### config.mk
export PLATFORM = sky130hd
export DESIGN_NAME = pd_preamble_det
export DESIGN_NICKNAME = d
export VERILOG_FILES = /design/src/rtl/pd_pkg.sv /design/src/rtl/pd_size_map.sv /design/src/rtl/pd_chip_window.sv /design/src/rtl/pd_mismatch.sv /design/src/rtl/pd_preamble_det.sv
export SDC_FILE = /design/constraint.sdc
export NUM_CORES = 1
export LEC_CHECK = 0
export ABC_AREA = 1
export BUFFER_PORTS_ARGS = -buffer_cell sky130_fd_sc_hd__buf_4
export CELL_PAD_IN_SITES_DETAIL_PLACEMENT = 1
export CELL_PAD_IN_SITES_GLOBAL_PLACEMENT = 2
export CORE_UTILIZATION = 30
export CTS_CLUSTER_DIAMETER = 50
export DETAILED_ROUTE_END_ITERATION = 6
export PLACE_DENSITY = 0.72
export RECOVER_POWER = 25
export SLEW_MARGIN = 20
export SYNTH_ARGS = -nofsm -noshare
export SYNTH_HDL_FRONTEND = slang
export SYNTH_SLANG_ARGS = --single-unit
### constraint.sdc
create_clock -name clk -period 10.3 [get_ports clk]
set_input_delay 2.06 -clock clk [delete_from_list [all_inputs] [get_ports clk]]
set_output_delay 2.06 -clock clk [all_outputs]
set_load 0.02 [all_outputs]
### src/rtl/pd_pkg.sv
package pd_pkg;
    localparam int unsigned CHIPS_PER_BIT = 4;
    localparam int unsigned BITS_PER_BYTE = 8;
    localparam int unsigned MAX_BYTES     = 3;
    localparam int unsigned BYTE_CHIPS    = CHIPS_PER_BIT * BITS_PER_BYTE;
    localparam int unsigned MAX_CHIPS     = BYTE_CHIPS * MAX_BYTES;
    localparam int unsigned CNT_W         = $clog2(MAX_CHIPS + 1);
    localparam int unsigned TOL_W         = 5;

    typedef enum logic [1:0] {
        ST_IDLE,
        ST_FILL,
        ST_HUNT,
        ST_HOLD
    } pd_state_e;
endpackage

### src/rtl/pd_size_map.sv
module pd_size_map #(
    parameter int unsigned BYTE_CHIPS = pd_pkg::BYTE_CHIPS,
    parameter int unsigned MAX_BYTES  = pd_pkg::MAX_BYTES,
    parameter int unsigned CNT_W      = pd_pkg::CNT_W
) (
    input  logic [1:0]       size_code,
    output logic [CNT_W-1:0] win_len,
    output logic             size_ok
);
    always_comb begin
        size_ok = ({30'd0, size_code} < MAX_BYTES);
        if (size_ok) begin
            win_len = CNT_W'((int'(size_code) + 1) * BYTE_CHIPS);
        end else begin
            win_len = CNT_W'(MAX_BYTES * BYTE_CHIPS);
        end
    end
endmodule

### src/rtl/pd_chip_window.sv
module pd_chip_window #(
    parameter int unsigned MAX_CHIPS = pd_pkg::MAX_CHIPS,
    parameter int unsigned CNT_W     = pd_pkg::CNT_W
) (
    input  logic                 clk,
    input  logic                 rst_n,
    input  logic                 clr_fill,
    input  logic                 chip_vld,
    input  logic                 chip_in,
    input  logic [CNT_W-1:0]     win_len,
    output logic [MAX_CHIPS-1:0] win,
    output logic                 full
);
    localparam logic [CNT_W-1:0] FILL_MAX = CNT_W'(MAX_CHIPS);

    logic [CNT_W-1:0] fill_q;

    // Newest chip enters at bit 0.
    always_ff @(posedge clk or negedge rst_n) begin
        if (!rst_n) begin
            win <= '0;
        end else if (chip_vld) begin
            win <= {win[MAX_CHIPS-2:0], chip_in};
        end
    end

    always_ff @(posedge clk or negedge rst_n) begin
        if (!rst_n) begin
            fill_q <= '0;
        end else if (clr_fill) begin
            fill_q <= '0;
        end else if (chip_vld && (fill_q != FILL_MAX)) begin
            fill_q <= fill_q + 1'b1;
        end
    end

    assign full = (fill_q >= win_len);
endmodule

### src/rtl/pd_mismatch.sv
module pd_mismatch #(
    parameter int unsigned MAX_CHIPS = pd_pkg::MAX_CHIPS,
    parameter int unsigned RUN_LEN   = pd_pkg::CHIPS_PER_BIT,
    parameter int unsigned CNT_W     = pd_pkg::CNT_W
) (
    input  logic [MAX_CHIPS-1:0] win,
    input  logic [CNT_W-1:0]     win_len,
    output logic [CNT_W-1:0]     mism
);
    logic [MAX_CHIPS-1:0] diff;
    logic [CNT_W-1:0]     cnt_a;
    logic [CNT_W-1:0]     cnt_b;

    for (genvar k = 0; k < MAX_CHIPS; k++) begin : g_pos
        localparam logic REF_BIT = ((k / RUN_LEN) % 2) != 0;
        assign diff[k] = (win[k] ^ REF_BIT) & (CNT_W'(k) < win_len);
    end

    always_comb begin
        cnt_a = '0;
        for (int i = 0; i < MAX_CHIPS; i++) begin
            cnt_a = cnt_a + CNT_W'(diff[i]);
        end
        cnt_b = win_len - cnt_a;
        mism  = (cnt_a < cnt_b) ? cnt_a : cnt_b;
    end
endmodule

### src/rtl/pd_preamble_det.sv
module pd_preamble_det #(
    parameter int unsigned CHIPS_PER_BIT = pd_pkg::CHIPS_PER_BIT,
    parameter int unsigned BYTE_CHIPS    = pd_pkg::BYTE_CHIPS,
    parameter int unsigned MAX_BYTES     = pd_pkg::MAX_BYTES,
    parameter int unsigned TOL_W         = pd_pkg::TOL_W
) (
    input  logic             clk,
    input  logic             rst_n,
    input  logic             det_en,
    input  logic             agc_busy,
    input  logic [1:0]       size_code,
    input  logic [TOL_W-1:0] chip_tol,
    input  logic             chip_vld,
    input  logic             chip_in,
    output logic             det_pulse
);
    import pd_pkg::*;

    localparam int unsigned N_CHIPS = BYTE_CHIPS * MAX_BYTES;
    localparam int unsigned CW      = $clog2(N_CHIPS + 1);

    pd_state_e          state_q, state_d;
    logic [CW-1:0]      win_len;
    logic               size_ok;
    logic               eff_en;
    logic [N_CHIPS-1:0] win;
    logic               win_full;
    logic [CW-1:0]      mism_cnt;
    logic               in_tol;
    logic               fire;

    pd_size_map #(
        .BYTE_CHIPS(BYTE_CHIPS),
        .MAX_BYTES (MAX_BYTES),
        .CNT_W     (CW)
    ) u_size (
        .size_code(size_code),
        .win_len  (win_len),
        .size_ok  (size_ok)
    );

    assign eff_en = det_en & ~agc_busy & size_ok;

    pd_chip_window #(
        .MAX_CHIPS(N_CHIPS),
        .CNT_W    (CW)
    ) u_win (
        .clk     (clk),
        .rst_n   (rst_n),
        .clr_fill(~eff_en),
        .chip_vld(chip_vld),
        .chip_in (chip_in),
        .win_len (win_len),
        .win     (win),
        .full    (win_full)
    );

    pd_mismatch #(
        .MAX_CHIPS(N_CHIPS),
        .RUN_LEN  (CHIPS_PER_BIT),
        .CNT_W    (CW)
    ) u_cmp (
        .win    (win),
        .win_len(win_len),
        .mism   (mism_cnt)
    );

    assign in_tol = (mism_cnt <= CW'(chip_tol));

    // State register
    always_ff @(posedge clk or negedge rst_n) begin
        if (!rst_n) begin
            state_q <= ST_IDLE;
        end else begin
            state_q <= state_d;
        end
    end

    // Next state
    always_comb begin
        state_d = state_q;
        fire    = 1'b0;
        unique case (state_q)
            ST_IDLE: begin
                if (eff_en) state_d = ST_FILL;
            end
            ST_FILL, ST_HUNT: begin
                if (!eff_en) begin
                    state_d = ST_IDLE;
                end else if (win_full && in_tol) begin
                    state_d = ST_HOLD;
                    fire    = 1'b1;
                end else if (win_full) begin
                    state_d = ST_HUNT;
                end
            end
            ST_HOLD: begin
                if (!eff_en) begin
                    state_d = ST_IDLE;
                end else if (win_full && !in_tol) begin
                    state_d = ST_HUNT;
                end
            end
            default: state_d = ST_IDLE;
        endcase
    end

    // Output register
    always_ff @(posedge clk or negedge rst_n) begin
        if (!rst_n) begin
            det_pulse <= 1'b0;
        end else begin
            det_pulse <= fire;
        end
    end
endmodule

==> metrics.sh <==
GRT_FIRST_PASS_WIRELENGTH_MM=29.4
FINAL_PERIOD_MINUS_WORST_SETUP_SLACK_PS=10350
DRC=0
FP.DIEH_UM=161
CORE-AREA_UM2=24600
ROUTED_WIRELENGTH_MM=17.2
LAYOUT.NETS=1036
CPMOSTUSEDCELL='sky130_fd_sc_hd__fa_1'
TNS_PS=-86.5
TRITONCTS.NUM_BUFFERS=9
CRITPATHMAXFANOUT=5
SYN_INST=868
TIMING.CRITICAL_PATH.ARRIVAL_PS=10610
DRT.ANTENNA.VIOLATING_NETS=0
NETLIST-CELL-TYPE-COUNT=32
MAXCLOCKFREQUENCY_GHz=0.0966
HTREEDEPTH=3
ROUTED-VIA-COUNT=5334
GRT_ANTENNA_BEFORE_REPAIR=0
FILLERS=2855
FINAL_LAYOUT_SIZE_SUFFIX_GT1_SHARE_PCT=18.8
VIOLATIONS_IN_THE_FINAL_REPORTS='max-capacitance violations, max-slew violations, negative setup slack'
MAX_ROOT_SINK_BUFFERS=2
RESULT_OF_THE_RUN='finished with violations'
CRITICAL-PATH-SLOWEST-CELL='sky130_fd_sc_hd__fa_1'
CLOCK_PIN_SLEW_ON_THE_WORST_SETUP_AND_HOLD_PATHS_PS=80
OVERFLOW_LEFT_AFTER_GLOBAL_ROUTING=0
WORST_SLACK_PS=-51.2
FIRST_PASS_ITERS=5
FINAL-MAX-SLEW-VIOLATION-COUNT=110
MAXCAPVIOLATIONS=2
FIRST_ITERATION_DETAILED_ROUTING_DRC_COUNT=215
POSTCTSHOLDBUFS=0
PATH_CLASS='in -> reg'
DIE_FOOTPRINT_UM2=26000
HOLD_CLASS='reg -> reg'
STARTPOINT_KIND_OF_THE_WORST_SETUP_TIMING_PATH='primary input'
SLEW-LIMIT-HEADROOM_PCT=-127
CRITICAL_PATH.STARTPOINT='size_code[0]'
SYNTH-SEQ-AREA-SHARE_PCT=34.9
DESIGN.PORTCOUNT=14
INSERTEDDIODECOUNT=0
FLOORPLAN.DIE.WIDTH_UM=161
WORST-PATH-BUF-INV=9
GRT_PASS1_VIAS=5828
CLOCK-SKEW-FINAL_PS=11.8
FINAL.PERIOD_UTILIZATION_PCT=100
POST_SYNTH.CELL_AREA_AVG_UM2=8.76
RSZ0062_AT_GRT='yes'
CTS_TREE='done'
MAPPEDNETLISTAREA_UM2=7600
REGISTER_AREA_UM2=2650
MOST-COMMON-LAYOUT-CELLS='sky130_fd_sc_hd__inv_1 (183), sky130_fd_sc_hd__nand2_1 (163), sky130_fd_sc_hd__dfrtp_1 (106)'
CRITICAL-PATH-TOP-DELAY-FAMILY='adder cells'
TIMING.HOLD.WORST.START='u_win.win[33]$_DFFE_PN0P_'
CTS.SINK_COUNT=106
STARTING_UTILIZATION_OF_THE_CORE_AREA_PCT=30.9
AREAGROWTHSYNTHTOFINISH_PCT=17.1
SYNTH.YOSYS.WARNINGS=0
CLK_LATENCY_PS=370
CRIT_REQUIRED_PS=10560
PORT_BUFFERS=13
SYNTH_NETS=1003
ROUTED_WIRE_LENGTH_PER_INSTANCE_UM=14.0
MULTI_INPUT_COMB_AREA_UM2=4210
PLACEMENTROWS=57
TRANSITION_TIME_OF_THE_TIGHTEST_SLEW_CHECK_PIN_PS=3400
GRT_START_MAX_NET_PINS=73
AVGVIACOUNTPERCELL=4.34
FINAL_HOLD_VIOL_COUNT=0
SETUP-VIOLATIONS-FINAL=2
WORSTSETUPENDPOINTTYPE='register'
GPL.FINAL_WEIGHTED_CONGESTION=0.775
ROOT_BUFFER_SELECTED_BY_CTS='sky130_fd_sc_hd__clkbuf_16'
LAYOUT_COMMONEST_CELL='sky130_fd_sc_hd__inv_1'
GR-USAGE-ALL-LAYERS_PCT=14.5
DPL.HPWL_MM=13.5
CRITICAL_PATH.MAX_STAGE_DELAY_PS=570
CRITICAL_PATH.REG2REG.STARTPOINT='u_win.win[1]$_DFFE_PN0P_'
YS_SEQ_ELEMENTS=106
## worst register-to-register path, delay by kind of cell, from the launching register on
kind | cells | cell delay (ps)
AO/OA/AOI/OAI | 3 | 450
flip-flops | 1 | 400
XOR/XNOR | 2 | 360
buffers and inverters | 6 | 420
adder cells (fa/ha/maj) | 14 | 6010
AND/OR/NAND/NOR | 16 | 1240
## area by class of cell
cell class / instances / area share (%)
well taps: 324 / 4.56
repair buffers: 68 / 6.47
multi-input cells: 511 / 47.3
inverters: 205 / 8.67
clock inverters: 6 / 0.633
clock buffers: 10 / 2.57
flip-flops and latches: 106 / 29.8
## Yosys cell counts, drive strengths merged
cell type | instances | area share, %
a21boi | 1 | 0.099
o211ai | 1 | 0.099
xor2 | 3 | 0.59
fa | 85 | 22
xnor2 | 1 | 0.12
nor2 | 43 | 2.3
clkinv | 2 | 0.099
a22o | 1 | 0.12
inv | 203 | 10
nor3 | 5 | 0.33
nand3b | 1 | 0.26
ha | 37 | 6.1
nand4 | 3 | 0.25
nand2 | 189 | 10
mux2 | 1 | 0.15
buf | 5 | 0.36
clkbuf | 41 | 2.0
nand3 | 21 | 1.8
a21oi | 15 | 1.1
dfrtp | 106 | 35
o21ai | 104 | 6.8
## state kept, by name, summed over array words and instances, names as in the netlist
register,flops
u_win.win,96
u_win.fill_q,7
state_q,2
det_pulse,1
## cell families after synthesis
family / count (synthesis) / synth area share (%)
muxes: 1 / 0.148
DFF: 106 / 34.9
and+or+nand+nor: 262 / 15.0
buffers and inverters: 251 / 12.5
AOI/OAI and AO/OA: 122 / 8.25
xor gates and xnor gates: 4 / 0.708
adders and majority gates: 122 / 28.5
## metrics by stage
stage | area, um2 | util, % | instances | setup slack (ps) | hold WS, ps
CTS | 8810 | 35.8 | 1227 | -99.0 | 486
global route | 8900 | 36.2 | 1230 | -453 | 504
finish | 8900 | 36.2 | 1230 | -51.2 | 485
floorplan | 7780 | - | 868 | -106 | 450
detailed placement | 8440 | 34.3 | 1208 | -685 | 471
global placement | 8440 | 34.3 | 1208 | -452 | 459
## routing by layer
layer  vias to the layer above  global-route usage (%)  wire length, um
li1                       2624                       -                -
met5                         -                       0                0
met1                      2669                    19.9             8340
met3                        12                    2.29              362
met2                        29                    24.1             8310
met4                         0                    3.60              221
## worst paths after layout
path | to | slack [ps] | cells past startpoint
max | state_q[0]$_DFFE_PN0P_ | -50 | 44
min | u_win.win[34]$_DFFE_PN0P_ | 480 | 2
max reg2reg | state_q[0]$_DFFE_PN0P_ | 1310 | 41
min reg2reg | u_win.win[34]$_DFFE_PN0P_ | 480 | 2
max in group asynchronous | u_win.win[44]$_DFFE_PN0P_ | 5380 | 2
min in group asynchronous | u_win.win[52]$_DFFE_PN0P_ | 2840 | 1
## what timing repair did
| item | CTS | global route |
|---|---|---|
| endpoints found under the hold margin | 0 | 0 |
| gates resized for setup | 13 | 23 |
| endpoints found under the setup margin | 3 | 3 |
| pin swaps | 4 | 16 |
| buffers inserted | 3 | 3 |
Power is left out: the tool's default activity adds up to more than one toggle a clock period on the data nets, which glitch-free logic cannot reach.
